**src/rtl/fsq_pkg.sv**
```systemverilog
package fsq_pkg;

    typedef enum logic [2:0] {
        ST_IDLE = 3'd0,
        ST_CMD1 = 3'd1,
        ST_CMD2 = 3'd2,
        ST_POLL = 3'd3,
        ST_RST  = 3'd4,
        ST_VFY  = 3'd5
    } fsq_state_e;

    typedef enum logic {
        FSQ_ERASE = 1'b0,
        FSQ_PROG  = 1'b1
    } fsq_op_e;

    localparam logic [7:0] FL_ERASE_SETUP = 8'h20;
    localparam logic [7:0] FL_ERASE_GO    = 8'hD0;
    localparam logic [7:0] FL_PROG_SETUP  = 8'h40;
    localparam logic [7:0] FL_RESET       = 8'hFF;
    localparam logic [7:0] FL_ERASED      = 8'hFF;
    localparam logic [7:0] FL_READY_MASK  = 8'h80;
    localparam logic [7:0] FL_FAULT_MASK  = 8'h38;

    function automatic logic fl_ready(input logic [7:0] s);
        return (s & FL_READY_MASK) != 8'h00;
    endfunction

    function automatic logic fl_fault(input logic [7:0] s);
        return (s & FL_FAULT_MASK) != 8'h00;
    endfunction

endpackage

```
**src/rtl/fsq_walker.sv**
```systemverilog
module fsq_walker #(
    parameter int OFS_W = 13
) (
    input  logic             clk,
    input  logic             rst,
    input  logic             clr,
    input  logic             adv,
    output logic [OFS_W-1:0] ofs,
    output logic             last
);
    always_ff @(posedge clk) begin
        if (rst || clr)
            ofs <= '0;
        else if (adv)
            ofs <= ofs + 1'b1;
    end

    assign last = &ofs;
endmodule

```
**src/rtl/fsq_poll_watch.sv**
```systemverilog
module fsq_poll_watch #(
    parameter int TO_W = 16
) (
    input  logic            clk,
    input  logic            rst,
    input  logic            polling,
    input  logic [TO_W-1:0] lim,
    output logic            expire
);
    logic [TO_W-1:0] cnt;
    logic [TO_W:0]   reads_so_far;

    always_ff @(posedge clk) begin
        if (rst || !polling)
            cnt <= '0;
        else if (cnt != {TO_W{1'b1}})
            cnt <= cnt + 1'b1;
    end

    assign reads_so_far = {1'b0, cnt} + {{TO_W{1'b0}}, 1'b1};
    assign expire       = polling && (reads_so_far >= {1'b0, lim});
endmodule

```
**src/rtl/fsq_bus_drive.sv**
```systemverilog
module fsq_bus_drive
    import fsq_pkg::*;
#(
    parameter int OFS_W  = 13,
    parameter int BANK_W = 1,
    localparam int ADDR_W = OFS_W + BANK_W
) (
    input  fsq_state_e        st,
    input  fsq_op_e           op,
    input  logic [BANK_W-1:0] bank,
    input  logic [OFS_W-1:0]  ofs,
    input  logic [7:0]        img_byte,
    output logic [ADDR_W-1:0] addr,
    output logic [7:0]        wdata,
    output logic              we,
    output logic              re
);
    logic [ADDR_W-1:0] base_addr;
    logic [ADDR_W-1:0] byte_addr;
    logic              is_prog;

    assign base_addr = {bank, {OFS_W{1'b0}}};
    assign byte_addr = {bank, ofs};
    assign is_prog   = (op == FSQ_PROG);

    always_comb begin
        addr  = base_addr;
        wdata = 8'h00;
        we    = 1'b0;
        re    = 1'b0;
        unique case (st)
            ST_CMD1: begin
                we    = 1'b1;
                addr  = is_prog ? byte_addr : base_addr;
                wdata = is_prog ? FL_PROG_SETUP : FL_ERASE_SETUP;
            end
            ST_CMD2: begin
                we    = 1'b1;
                addr  = is_prog ? byte_addr : base_addr;
                wdata = is_prog ? img_byte : FL_ERASE_GO;
            end
            ST_POLL: begin
                re   = 1'b1;
                addr = base_addr;
            end
            ST_RST: begin
                we    = 1'b1;
                addr  = base_addr;
                wdata = FL_RESET;
            end
            ST_VFY: begin
                re   = 1'b1;
                addr = byte_addr;
            end
            default: ;
        endcase
    end
endmodule

```
**src/rtl/flash_bank_seq.sv**
```systemverilog
module flash_bank_seq
    import fsq_pkg::*;
#(
    parameter int BANK_BYTES = 8192,
    parameter int BANKS      = 2,
    parameter int TO_W       = 16,
    localparam int OFS_W  = $clog2(BANK_BYTES),
    localparam int BANK_W = $clog2(BANKS),
    localparam int ADDR_W = OFS_W + BANK_W
) (
    input  logic              clk,
    input  logic              rst,
    input  logic              start,
    input  logic              op_prog,
    input  logic [BANK_W-1:0] bank,
    input  logic [TO_W-1:0]   timeout_lim,
    output logic              busy,
    output logic              done,
    output logic              fail,
    output logic [7:0]        status_q,
    output logic [ADDR_W-1:0] fl_addr,
    output logic [7:0]        fl_wdata,
    output logic              fl_we,
    output logic              fl_re,
    input  logic [7:0]        fl_rdata,
    output logic [OFS_W-1:0]  img_addr,
    input  logic [7:0]        img_data
);
    fsq_state_e        st;
    fsq_op_e           op_q;
    logic [BANK_W-1:0] bank_q;
    logic              fail_pend;
    logic [OFS_W-1:0]  ofs;
    logic              last;
    logic              walk_clr;
    logic              walk_adv;
    logic              expire;
    logic              accept;
    logic [7:0]        expect_byte;
    logic              rd_ready;
    logic              rd_fault;

    assign accept      = start && (st == ST_IDLE);
    assign rd_ready    = fl_ready(fl_rdata);
    assign rd_fault    = fl_fault(fl_rdata);
    assign expect_byte = (op_q == FSQ_PROG) ? img_data : FL_ERASED;
    assign busy        = (st != ST_IDLE);
    assign img_addr    = ofs;

    // Offset walker: cleared on accept and on entry to readback.
    assign walk_clr = accept || (st == ST_RST);
    assign walk_adv = ((st == ST_POLL) && rd_ready && !rd_fault &&
                       (op_q == FSQ_PROG) && !last) ||
                      ((st == ST_VFY) && (fl_rdata == expect_byte) && !last);

    fsq_walker #(.OFS_W(OFS_W)) u_walker (
        .clk  (clk),
        .rst  (rst),
        .clr  (walk_clr),
        .adv  (walk_adv),
        .ofs  (ofs),
        .last (last)
    );

    fsq_poll_watch #(.TO_W(TO_W)) u_poll_watch (
        .clk     (clk),
        .rst     (rst),
        .polling (st == ST_POLL),
        .lim     (timeout_lim),
        .expire  (expire)
    );

    fsq_bus_drive #(.OFS_W(OFS_W), .BANK_W(BANK_W)) u_bus_drive (
        .st       (st),
        .op       (op_q),
        .bank     (bank_q),
        .ofs      (ofs),
        .img_byte (img_data),
        .addr     (fl_addr),
        .wdata    (fl_wdata),
        .we       (fl_we),
        .re       (fl_re)
    );

    always_ff @(posedge clk) begin
        if (rst) begin
            st        <= ST_IDLE;
            op_q      <= FSQ_ERASE;
            bank_q    <= '0;
            fail_pend <= 1'b0;
            done      <= 1'b0;
            fail      <= 1'b0;
            status_q  <= 8'h00;
        end else begin
            unique case (st)
                ST_IDLE: begin
                    if (accept) begin
                        op_q      <= op_prog ? FSQ_PROG : FSQ_ERASE;
                        bank_q    <= bank;
                        fail_pend <= 1'b0;
                        done      <= 1'b0;
                        fail      <= 1'b0;
                        status_q  <= 8'h00;
                        st        <= ST_CMD1;
                    end
                end
                ST_CMD1: st <= ST_CMD2;
                ST_CMD2: st <= ST_POLL;
                ST_POLL: begin
                    if (rd_ready) begin
                        status_q <= fl_rdata;
                        if (rd_fault) begin
                            fail_pend <= 1'b1;
                            st        <= ST_RST;
                        end else if ((op_q == FSQ_PROG) && !last) begin
                            st <= ST_CMD1;
                        end else begin
                            st <= ST_RST;
                        end
                    end else if (expire) begin
                        status_q  <= fl_rdata;
                        fail_pend <= 1'b1;
                        st        <= ST_RST;
                    end
                end
                ST_RST: begin
                    if (fail_pend) begin
                        done <= 1'b1;
                        fail <= 1'b1;
                        st   <= ST_IDLE;
                    end else begin
                        st <= ST_VFY;
                    end
                end
                ST_VFY: begin
                    if (fl_rdata != expect_byte) begin
                        done <= 1'b1;
                        fail <= 1'b1;
                        st   <= ST_IDLE;
                    end else if (last) begin
                        done <= 1'b1;
                        st   <= ST_IDLE;
                    end
                end
                default: st <= ST_IDLE;
            endcase
        end
    end
endmodule

```
**config.mk**
```make
export PLATFORM = sky130hd
export DESIGN_NAME = flash_bank_seq
export DESIGN_NICKNAME = d
export VERILOG_FILES = /design/src/rtl/fsq_pkg.sv /design/src/rtl/fsq_walker.sv /design/src/rtl/fsq_poll_watch.sv /design/src/rtl/fsq_bus_drive.sv /design/src/rtl/flash_bank_seq.sv
export SDC_FILE = /design/constraint.sdc
export NUM_CORES = 1
export LEC_CHECK = 0
export BUFFER_PORTS_ARGS = -buffer_cell sky130_fd_sc_hd__clkbuf_2
export CAP_MARGIN = 30
export CELL_PAD_IN_SITES_DETAIL_PLACEMENT = 0
export CELL_PAD_IN_SITES_GLOBAL_PLACEMENT = 1
export CORE_AREA = 4 4 118 120
export DETAILED_ROUTE_END_ITERATION = 7
export DIE_AREA = 0 0 122 124
export PLACE_DENSITY = 0.6
export REMOVE_ABC_BUFFERS = 1
export SETUP_SLACK_MARGIN = 0.1
export SLEW_MARGIN = 20
export SYNTH_ARGS = -nofsm -noshare
export SYNTH_HDL_FRONTEND = slang
export SYNTH_SLANG_ARGS = --single-unit
export TNS_END_PERCENT = 50
```
**constraint.sdc**
```tcl
create_clock -name clk -period 3.5 [get_ports clk]
set_clock_uncertainty 0.05 [all_clocks]
set_input_delay 0.35 -clock clk [delete_from_list [all_inputs] [get_ports clk]]
set_output_delay 0.35 -clock clk [all_outputs]
set_load 0.01 [all_outputs]
```
# After elaboration in Yosys (flattened, before gate mapping)
# Index checks and enable logic that the tools add are counted.
# totals
register_bits	45
input_bits	37
output_inout_bits	48
elab_cells	91
# classes
addsub	3
n_lt_le_gt_ge	1
n_eq_ne	14
muxes	33
reduce_logical	31
# ops
operator	count
$mux W8	5
$pmux W13 S2	1
$mux W3	8
$pmux W8 S3	1
$pmux W3 S6	1
$add A16 B1 Y17 const B	1
$ge A17 B16 Y1	1
$add A16 B1 Y16 const B	1
$ne A16 B16 Y1 const B	1
$pmux W8 S2	1
$add A13 B1 Y13 const B	1
$mux W13	1
$reduce_and A13 Y1	1
$reduce_and A4 Y1	3
$mux W1	11
$logic_and A1 B1 Y1	9
$eq A8 B8 Y1	1
$ne A8 B8 Y1	1
$reduce_bool A8 Y1	1
$mux W7	1
$eq A3 B2 Y1 const B	2
$eq A3 B3 Y1 const B	2
$ne A3 B3 Y1 const B	2
$pmux W1 S3	2
14 further kinds	23

# Logic depth before layout (Yosys ltp)
# Gate-level depths: netlist of the first run.
# depth
ltp_word	7
ltp_mapped	14
mapped_depth_nobuf	13

# Hierarchy
# From an unflattened synthesis of the first run, not the netlist that was laid out.
# hier_totals
hier_cells	385
hier_area_um2	3169.3
# by_module_without_submodules
module	instances	cells_each	area_each_um2	seq_area_each_um2
fsq_poll_watch	1	150	1227.4	320.3
flash_bank_seq	1	116	991.0	320.3
fsq_walker	1	69	620.6	260.2
fsq_bus_drive	1	50	330.3	0.0

# Worst setup path before layout of the first run
# Ideal clock, no wire load.
# synth_path
path_kind	reg2reg
start	reg u_poll_watch.cnt[2]
end	reg status_q[0]
setup_time_ns	0.074
arrival_time_ns	2.839
t_required_ns	3.376
setup_slack_ns	0.537
path_stages_with_launch	13
n_path_buf	0
synth_period_minus_slack_ns	2.963
path_cell_list	dfxtp_1 -> and4_1 -> and4_1 -> nand2_1 -> nor2_1 -> xnor2_1 -> inv_1 -> ha_1 -> nand3_1 -> or3_1 -> a211oi_1 -> o211ai_1 -> a31oi_1
# synth_between
elab_chain_len	5
# synth_rtl
element	line	source
from (decl)	fsq_poll_watch.sv:10	logic [TO_W-1:0] cnt;
from (signal assigned)	fsq_poll_watch.sv:17	cnt <= cnt + 1'b1;
$add A16 B1 Y17	fsq_poll_watch.sv:20	assign reads_so_far = {1'b0, cnt} + {{TO_W{1'b0}}, 1'b1};
via u_poll_watch.reads_so_far[15]	fsq_poll_watch.sv:11	logic [TO_W:0] reads_so_far;
$ge A17 B16 Y1	fsq_poll_watch.sv:21	assign expire = polling && (reads_so_far >= {1'b0, lim});
$logic_and A1 B1 Y1	fsq_poll_watch.sv:21	
$ne A3 B3 Y1 (no source line)	--	
$reduce_and A3 Y1 (no source line)	--	
to (signal assigned)	flash_bank_seq.sv:111	status_q <= fl_rdata;
to (signal assigned)	flash_bank_seq.sv:121	status_q <= fl_rdata;
to (decl)	flash_bank_seq.sv:20	output logic [7:0] status_q,
# The timed path passes the listed nets, and every way through them passes these cells.
# A chain may end at the register's enable or synchronous reset.

# Worst setup path in the final report of the first run
# layout_path
start	reg u_poll_watch.cnt[0]
end	reg fail_pend
# layout_between
elab_chain_len	5
# layout_rtl
element	line	source
$add A16 B1 Y17	fsq_poll_watch.sv:20	
via u_poll_watch.reads_so_far[12]	fsq_poll_watch.sv:11	
$ge A17 B16 Y1	fsq_poll_watch.sv:21	
$logic_and A1 B1 Y1	fsq_poll_watch.sv:21	
$ne A3 B3 Y1 (no source line)	--	
$reduce_and A4 Y1 (no source line)	--	
to (signal assigned)	flash_bank_seq.sv:90	fail_pend <= 1'b0;
to (signal assigned)	flash_bank_seq.sv:100	fail_pend <= 1'b0;
to (signal assigned)	flash_bank_seq.sv:113	fail_pend <= 1'b1;
to (decl)	flash_bank_seq.sv:32	logic fail_pend;
# The timed path passes the listed nets, and every way through them passes these cells.

==> summary.md, run 1 <==
For this block, the routed nets add up to 9490 um of wire. In the final routed layout, each cell accounts on average for 14.4 um. STA classifies the critical path endpoint as a register. The run gives 5 as the number of buffers inserted during clock tree synthesis.

The startpoint identified for the worst register-to-register timing path is u_poll_watch.cnt[0]. The run gives 0 as the number of max-slew violations in the final report. In this run the remaining antenna-violating nets after routing total 0.

For the first-pass GRT wire length, the log shows 14900 um. Setup repair after global routing left no endpoint under its margin. The share of the clock period used by the worst path after layout was 0.905; the clock transition time at the flip-flop clock pins of the worst setup and hold paths was 0.06 ns.

In the routed design, unresolved DRC markers number 0. In this run the worst path has a maximum fanout of 11. The tools report the effective utilization at floorplan as 0.245. TritonCTS built the clock tree. Detailed placement finished with a half-perimeter wire length of 7210 um.

The clock tree root driver cell was clkbuf_16. 0 antenna diodes ended up in the layout. The worst hold path terminates at op_q.

The worst-case IR drop observed on VDD is 161 uV. For the area taken by multi-input logic gates, the log shows 2050 um^2. The number of cells on the worst hold path works out to 3. The fraction of final layout cells with drive strength greater than 1 is 0.236.

Entering global routing, the biggest net connects 29 pins. Final count of hold timing violations: 0. Derived from the worst setup path, the maximum achievable clock frequency is 0.316 GHz.

Across the run, the number of max-cap violations was 0. The share of flip-flops with an asynchronous set or reset after synthesis works out to 0. Register bit count reported by yosys: 45. Measured in cells, the most critical reg-to-reg path has a length of 12. In this run the core area contains 42 standard-cell rows. Global routing finished with a remaining overflow of 0. The sequential cells in the finished layout cover a total of 903 um^2.

The first detailed-routing pass took 4 iterations. The worst register-to-register path ends at fail_pend. At the end of routability-driven placement, the weighted congestion stood at 0.758.

The run gives 659 as the number of non-filler instances in the completed layout. The worst setup path is of the register to register kind. After routing, the total negative slack on setup checks comes to 0 ns.

85 I/O pins were placed. The initial antenna violation count came out at 0. The total power divided by cell area came out at 333 nW/um^2. In this run the number of H-tree levels came out at 2. The end-of-flow core utilization was 0.301; the synthesized area per cell was 7.71 um^2.

Counting along the longest clock path gives a buffer depth of 2. Setup violations remaining at the end of the flow were counted as 0. The proportion of synthesized chip area in sequential cells was 0.283. The library cells used most frequently in the layout, excluding fill and tap cells, are 84 x clkbuf_2, 43 x dfxtp_1, 39 x a21oi_1. Floorplan die area: 15100 um^2.

For the worst setup path, the data required time is 3.68 ns. The routed design could run at a clock period as short as 3.17 ns. The total global-route track usage was 0.122. STA classifies the critical path startpoint as a register. The core region is 13000 um^2. The design draws 1.30 mW. For flop-to-flop paths, the worst setup slack is 0.33 ns. The tree built by TritonCTS fans out to 45 sinks.

In this run the most critical hold path is launched from op_prog. For this run, the post-layout net count is 538. The run finished with clean final reports.

The logs give 3180 um^2 for the netlist area before placement and 1.76 nW for the reported leakage power. For the via count of the first global-routing pass, the log shows 2989. On the critical path, the stage with the largest delay is an instance of dfxtp_1. The class of the tightest hold or removal check is primary input to register.

The filler cells instantiated in the layout total 1435. The distinct cell type count after synthesis is 57. The library cell used most frequently in the layout, excluding fill and tap cells, is clkbuf_2. Synthesis produced a netlist whose cell count is 412.

Walking the worst path, the cells encountered are ha_1, and4_1, and3_1, xnor2_1, inv_1, ha_1, nand2_1, or3_1, nand2b_1, and4_4, a211oi_2, o21a_1. The number of cells after detailed placement was 651; the x dimension of the die was 122 um. The count of flip-flops with a built-in enable after synthesis was 0; the routed via count was 3168.

The pin slew with the least headroom to its limit was 0.824 ns. The max-slew headroom at the worst pin is 0.449. In this run the tool buffered the top-level ports with 84 buffer cells. The DRC marker count from the first detailed-route iteration came out at 206. Hold repair after CTS inserted 0 buffers.

The arrival time at the worst endpoint was 3.34 ns. The later pin in the worst-skew pair is clocked with a latency of 0.28 ns. From bottom edge to top edge, the die measures 124 um. The highest cell delay on the worst timing path is 0.42 ns.

Most frequent cell on the critical path: ha_1. The run gives 0 as the synthesis warning total. The detailed-route vias per instance is 4.81. Compared with the post-synthesis result, the final layout area differs by 23.0%. The dominant register cell in the synthesized netlist is dfxtp_1.
## registers in the layout, indices dropped and copies added, names as in the netlist
register / flops
u_poll_watch.cnt: 16
u_walker.ofs: 13
status_q: 8
st: 3
bank_q: 1
done: 1
fail: 1
fail_pend: 1
op_q: 1
## cells in the mapped netlist, drive strengths merged, types with 2 or more instances
master	count	area, um^2
a2111oi	2	37.5
a211oi	2	15.0
a21boi	3	22.5
a21o	2	15.0
a21oi	45	248
a22o	2	17.5
a31oi	10	62.6
and2	18	113
and3	8	50.1
and4	6	52.6
buf	8	51.3
clkbuf	14	52.6
dfxtp	45	901
ha	18	225
inv	37	139
mux2i	11	110
nand2	38	143
nand2b	6	37.5
nand3	28	140
nand3b	2	15.0
nand4	6	52.6
nor2	18	67.6
nor2b	4	32.5
nor3	7	35.0
o211ai	7	52.6
o21a	4	30.0
o21ai	15	75.1
o21bai	2	15.0
or3	11	68.8
xnor2	9	78.8
xor2	8	70.1
## per-layer routing
| layer | GRT usage | vias to the layer above | routed length [um] |
|---|---|---|---|
| met5 | 0 | - | 0 |
| met4 | 0.0252 | 0 | 78 |
| met3 | 0.0227 | 6 | 496 |
| met2 | 0.193 | 79 | 4230 |
| met1 | 0.173 | 1491 | 4690 |
| li1 | - | 1592 | - |
## cell families after synthesis
group | after synthesis | synth area share
AO/OA/AOI/OAI | 101 | 0.208
XOR/XNOR | 17 | 0.0469
flip-flops | 45 | 0.283
buffers and inverters | 59 | 0.0764
multiplexers | 11 | 0.0346
adder cells (fa/ha/maj) | 18 | 0.0709
AND/OR/NAND/NOR | 161 | 0.280
## how the worst max path moves through the flow
stage                                   start          end  slack [ns]  depth (start not counted)
after global routing      u_poll_watch.cnt[0]    fail_pend         0.1                         12
after CTS                 u_poll_watch.cnt[0]    fail_pend        0.14                         12
after floorplan           u_poll_watch.cnt[2]  status_q[0]        0.54                         12
after detailed placement  u_poll_watch.cnt[0]    fail_pend        0.18                         12
after global placement    u_poll_watch.cnt[2]    fail_pend        0.24                         13
final                     u_poll_watch.cnt[0]    fail_pend        0.33                         12
## report_power, final
group          leakage, nW  switching, mW  internal [mW]
Clock               0.0797          0.199          0.332
Combinational         1.31          0.134         0.0854
Sequential           0.365         0.0269          0.525
## worst max-delay path, delay by kind of cell, from the launching register on
kind                     cells  cell delay [ns]
XOR/XNOR                     1             0.14
flip-flops                   1             0.42
adder cells (fa/ha/maj)      2             0.58
AO/OA/AOI/OAI                2             0.37
buffers and inverters        1             0.07
AND/OR/NAND/NOR              6             1.47
## metrics by stage
step	hold slack, ns	setup WS [ns]	instance area [um^2]
2_1_floorplan	0.369	0.537	3070
3_3_place_gp	0.413	0.241	3720
3_5_place_dp	0.413	0.177	3720
4_1_cts	0.262	0.145	3880
5_1_grt	0.273	0.0984	3910
6_report	0.258	0.334	3910
## final cells by class
type,count,share of cell area
timing repair buffer,86,0.111
tap,176,0.0563
clock inverter,2,0.00896
clock buffer,5,0.0320
sequential,45,0.231
multi-input combinational,308,0.525
inverter,37,0.0355
## timing repair
| action | in CTS | in global routing |
|---|---|---|
| setup endpoints to repair | 0 | 12 |
| buffers inserted | 0 | 1 |
| resized for setup | 0 | 9 |
Power figures use the tool's default switching activity.
==> run 2, diff against run 1 <==
Settings changed: CTS_BUF_LIST set to sky130_fd_sc_hd__clkbuf_4 sky130_fd_sc_hd__clkbuf_8, MAX_ROUTING_LAYER set to met4.
==> summary.md, run 2 (synthesis gave the netlist of run 1 again) <==
The H-tree generated during clock tree synthesis spans 2 levels. TritonCTS created 5 clock buffers. After detailed routing, the number of vias per cell comes to 4.76.

For the number of nets in the finished design, the log shows 538. The most numerous cell type found on the critical path is ha_1. In the layout the commonest cells are 84 x clkbuf_2, 43 x dfxtp_1, 39 x a21oi_1. The run gives 0.768 as the global placement routability congestion. The share of the clock period used by the worst path after layout works out to 0.898. After detailed routing, the met3 layer carries 393 um of wire. For the clock latency on the worst-skew pair, the log shows 0.30 ns. TritonCTS built the clock tree. STA classifies the critical path endpoint as a register. Summed over all nets, wire length on met2 after detailed routing comes to 4220 um.

The run finished with clean final reports. Setup repair after global routing left no endpoint under its margin. Dividing total power by cell area gives a power density of 303 nW/um^2. The final count of hold timing violations is 0, and the DRC marker count from the first detailed-route iteration is 205. For the worst setup path, the data required time is 3.70 ns. The detailed placer's ending HPWL was 7210 um; the arrival time at the worst endpoint was 3.34 ns. The first global-routing pass estimated 15000 um of wire. The repair_antennas step left the layout with diodes totalling 0.

Area of the core: 13000 um^2. Traced cell by cell, the critical path runs through ha_1, and4_1, and3_1, xnor2_1, inv_1, ha_1, nand2_1, or3_1, nand2b_1, and4_4, a211oi_2, o21a_1. The number of cells on the worst hold path was 3. For the total global-route track usage, the log shows 0.126.

Clock transition time at the flip-flop clock pins of the worst setup and hold paths: 0.09 ns. Floorplan die area: 15100 um^2. In this run the remaining antenna-violating nets after routing total 0. The die is 124 um tall. The run gives 0.341 as the clock network fraction of design power. The hold buffer count at cts is 0. The maximum vdd ir drop is 162 uV, and the clock tree buffer depth is 2.

For this block, wires on met1 add up to 4730 um. The final worst slack was 0.358 ns; the total number of placement rows was 42. Entering global routing, the biggest net connects 29 pins. The pin slew with the least headroom to its limit was 0.824 ns. X dimension of the die: 122 um.

The storage element area is 903 um^2. Compared with the post-synthesis result, the final layout area differs by 21.2%. The switching share of total power was 0.299; the fraction of final layout cells with drive strength greater than 1 was 0.234. The reported leakage power came out at 1.73 nW. The tools report the clock tree root driver cell as clkbuf_8.

For the total power after layout, the log shows 1.17 mW. In the final routed layout, each cell accounts on average for 14.3 um. The library cell used most frequently in the layout, excluding fill and tap cells, is clkbuf_2.

The tools report the initial antenna violation count as 0. For the via count of the first global-routing pass, the log shows 2978. The tools report the switching power total as 0.350 mW. The logs give 4 for the number of search-and-repair iterations in the first detailed-routing pass and 45 for the clock sink total. The maximum fanout encountered on the critical timing path was 11; the highest cell delay on the worst timing path was 0.43 ns.

For the max-slew headroom at the worst pin, the log shows 0.449. The number of max-slew violations in the final report is 0, and the final setup TNS is 0 ns. The multi-input combinational cells in the finished layout cover a total of 2050 um^2. For the maximum operating frequency, the log shows 0.318 GHz.

The run gives 0.818 mW as the internal portion of total power. The depth of the most critical reg-to-reg path came out at 12. The uppermost metal layer occupied by signal nets was met4.

Largest register by flop count: u_poll_watch.cnt. Combinational cell fraction of total power: 0.187. The minimum clock period was 3.14 ns. Port buffering added 84 buffers. In the final layout, the registers with the most flip-flops are u_poll_watch.cnt: 16 flops, u_walker.ofs: 13 flops, status_q: 8 flops. For this design the top-level I/O count stands at 85. On the critical path, the stage with the largest delay is an instance of dfxtp_1.

The tools report the effective utilization at floorplan as 0.245. In the routed design, unresolved DRC markers number 0. Setup violations remaining at the end of the flow were counted as 0. Critical setup path kind: register to register. The count of maximum capacitance violations was 0.

Prior to clock tree synthesis, the placed netlist has a worst setup slack of 0.177 ns. Routed via count: 3139. After filler insertion, the fill cell instance count of the layout stands at 1441. The number of flip-flops in the largest register was 16.

Share of total power in sequential cells: 0.472. Startpoint kind of the worst setup timing path: a register. Class of the tightest hold or removal check: primary input to register. The total congestion overflow was 0; the total length of routed wires was 9440 um.
==> run 2: repair_timing <==
item | CTS | global route
resized for setup | 0 | 8
setup endpoints to repair | 0 | 12
buffers inserted | 0 | 1
==> run 2: metrics by stage <==
stage	utilization	std cells	hold slack [ns]	area, um^2
global placement	0.287	651	0.413	3720
CTS	0.295	658	0.238	3830
finish	0.297	659	0.238	3850
global route	0.297	659	0.245	3850
floorplan	-	390	0.369	3070
detailed placement	0.287	651	0.413	3720
==> run 2: routing by layer <==
metal	vias to the layer above	track usage
met4	0	0.0294
li1	1590	-
met5	-	-
met3	8	0.0213
met2	71	0.193
met1	1470	0.174
==> run 2: critical path: cells and delay by family, from the launching register on <==
family                     cells  cell delay [ns]
DFF                            1             0.43
buffers and inverters          1             0.07
AOI/OAI and AO/OA              2             0.37
xor gates and xnor gates       1             0.14
adders and majority gates      2             0.57
and+or+nand+nor                6             1.45
==> run 2: cell type report <==
class,count,area share
clock buffer,5,0.0179
clock inverter,2,0.00910
inverter,37,0.0361
multi-input combinational,308,0.532
sequential,45,0.235
tap,176,0.0572
timing repair buffer,86,0.113
==> run 2: worst paths after layout <==
kind	start	to	slack, ns
worst max register to register	u_poll_watch.cnt[0]	fail_pend	0.36
worst min register to register	status_q[7]	status_q[7]	0.43
worst min-delay path	op_prog	op_q	0.24
worst max-delay path	u_poll_watch.cnt[0]	fail_pend	0.36
==> run 2: power by group through the flow <==
stage / registers [mW] / logic, mW / clock network, mW
final: 0.551 / 0.218 / 0.398
after global routing: 0.555 / 0.248 / 0.433
after CTS: 0.551 / 0.220 / 0.410
after detailed placement: 0.563 / 0.219 / 0
after global placement: 0.563 / 0.216 / 0
after floorplan: 0.557 / 0.124 / 0
==> run 3, diff against run 2 <==
Settings changed: CORE_AREA 4 4 118 120 to 2 2 116 118, DIE_AREA 0 0 122 124 to 0 0 118 120, PLACE_DENSITY 0.6 to not set, PLACE_DENSITY_LB_ADDON set to 0.1.
==> summary.md, run 3 (synthesis gave the netlist of run 1 again) <==
The run finished with clean final reports. On the final layout, the worst hold slack is 0.250 ns. For the number of max-slew violations in the final report, the log shows 0. The floorplan step set the die height to 120 um.

The worst hold path begins at bank. After the first detailed-routing iteration, the DRC count stood at 101. The pin slew with the least headroom to its limit is 0.869 ns. The critical path starts at u_poll_watch.cnt[4]. Reg-to-reg critical path startpoint: u_poll_watch.cnt[4]. Input and output buffers added on the ports amount to 84. The final worst slack is 0.396 ns.

The final instance area was 3880 um^2; the worst slack at placement was 0.135 ns. Count of maximum capacitance violations: 0. The min-delay analysis places its worst path in the category primary input to register. The first global-routing pass estimated 15700 um of wire.

The run gives 45 as the clock sink total. The run gives 0 as the final count of hold timing violations. STA classifies the critical path endpoint as a register. The largest single stage delay on the critical path is 0.45 ns.

In the final timing run, aggregate negative setup slack is 0 ns. Global routing finished with a remaining overflow of 0. The run gives 0.322 GHz as the maximum operating frequency.

The effective utilization at floorplan is 0.245, and the fraction of final layout cells with drive strength greater than 1 is 0.243. The minimum clock period came out at 3.10 ns. Power spread over the standard cell area amounts to 309 nW/um^2. In the layout the commonest cells are 84 x clkbuf_2, 42 x dfxtp_1, 39 x a21oi_1.

From synthesis to final layout, the design area changed by 22.2%. The share of the clock period used by the worst path after layout is 0.887, and the hold buffer count at cts is 0. The detailed-route vias per instance is 4.78, and the clock tree buffer depth is 2. The number of levels the H-tree was split into was 2; the reported leakage power was 1.74 nW.

The run gives 0.40 ns as the register-to-register setup slack. The run gives 3.65 ns as the endpoint required time on the critical path. Once detail routing completed, the nets flagged for antenna violations numbered 0. Clock latency on the worst-skew pair, taken at its later pin, is 0.30 ns. For the worst flop-to-flop path, the logic depth is 12. 0 antenna diodes ended up in the layout. Data arrives at the worst endpoint at 3.25 ns. The max-slew headroom at the worst pin is 0.418, and the maximum vdd ir drop is 157 uV.

In this run the worst path has a maximum fanout of 11. The via count of the first global-routing pass was 3117; the clock transition time at the flip-flop clock pins of the worst setup and hold paths was 0.09 ns. The logs give 0 for the initial antenna violation count and 14200 um^2 for the floorplan die area. Number of nets in the finished design: 540.

After detailed routing, the average wire length per cell comes to 14.3 um. For the number of non-filler instances in the completed layout, the log shows 662. The x dimension of the die came out at 118 um. The setup path with the least slack is of type register to register. The signal on the critical path passes through and4_1, and4_2, nand2_1, nor2_1, xnor2_1, inv_1, ha_1, nand3_1, or3_1, a211o_2, a22oi_1, o21ai_1. The register with the most flip-flops in the layout has 16 of them.

Including well taps, the total number of placed cells is 653. TritonCTS built the clock tree. Largest register by flop count: u_poll_watch.cnt. Summed over all nets, the half-perimeter wirelength after detailed placement is 7230 um. TritonCTS created 5 clock buffers.

The capture instance of the worst register-to-register path is status_q[7]. Leaving out fill and tap cells, the most frequent cell in the layout is clkbuf_2. Following the worst setup path forward leads to its endpoint at status_q[7]. The routed layout has 3166 vias. For the number of search-and-repair iterations in the first detailed-routing pass, the log shows 4. The routed design has 9490 um of wire. The total number of placement rows was 42; the final setup violation count was 0.

For the top-level I/O count, the log shows 85. Summing internal, switching and leakage power gives 1.20 mW. For the total global-route track usage, the log shows 0.141. The pin count of the biggest net entering global routing is 29.

For this run, design rule violations remaining after detail routing come to 0. The root buffer cell chosen for the clock tree is clkbuf_8. The run gives 3740 um^2 as the placement-stage cell area. Setup repair after global routing left no endpoint under its margin.

The largest registers in the layout are u_poll_watch.cnt: 16 flops, u_walker.ofs: 13 flops, status_q: 8 flops. On the critical path, the stage with the largest delay is an instance of a211o_2. The global placement routability congestion was 0.760. STA classifies the critical path startpoint as a register.

The tools report the end-of-flow core utilization as 0.299. In this run the standard cell core region covers 13000 um^2.
## run 3: cell types whose count changed in the layout (fill, tap and decap cells not counted), sizes merged
cell,previous run,this run
clkinvlp,0,1
clkbuf,89,90
buf,2,4
clkinv,1,0
## run 3: report_power, final
group	total (mW)	internal, mW	switching (mW)
registers	0.549	0.524	0.0247
logic	0.223	0.0874	0.135
clock network	0.427	0.233	0.194
total	1.20	0.844	0.354
## run 3: worst max-delay path: cells and delay by family, from the launching register on
kind | cells | cell delay [ns]
XOR/XNOR | 1 | 0.16
buffers and inverters | 1 | 0.07
AO/OA/AOI/OAI | 3 | 0.75
AND/OR/NAND/NOR | 6 | 1.31
flip-flops | 1 | 0.37
adder cells (fa/ha/maj) | 1 | 0.29
## run 3: how the worst min path moves through the flow
stage | end | cells past startpoint
3_3_place_gp | status_q[7] | 2
4_1_cts | bank_q | 3
2_1_floorplan | bank_q | 1
3_5_place_dp | status_q[7] | 2
6_report | bank_q | 3
5_1_grt | bank_q | 3
## run 3: timing repair
item | in CTS | in global routing
gates resized for setup | 1 | 9
endpoints found under the setup margin | 1 | 12
hold endpoints to repair | 0 | 0
buffers inserted | 0 | 1
pin swaps | 0 | 1
## run 3: metal layers
layer  GRT usage  up-vias  routed length, um
met5           -        -                  0
met4      0.0248        0                 63
met3      0.0204        5                343
met2       0.227       74               4290
met1       0.191     1484               4790
li1            -     1603                  -
## run 3: final cells by class
type | instances | area [um^2]
fillers | 1423 | 9100
multi-input cells | 308 | 2050
flip-flops and latches | 45 | 905
repair buffers | 88 | 450
well taps | 176 | 220
inverters | 37 | 139
clock buffers | 6 | 82.6
clock inverters | 2 | 37.5
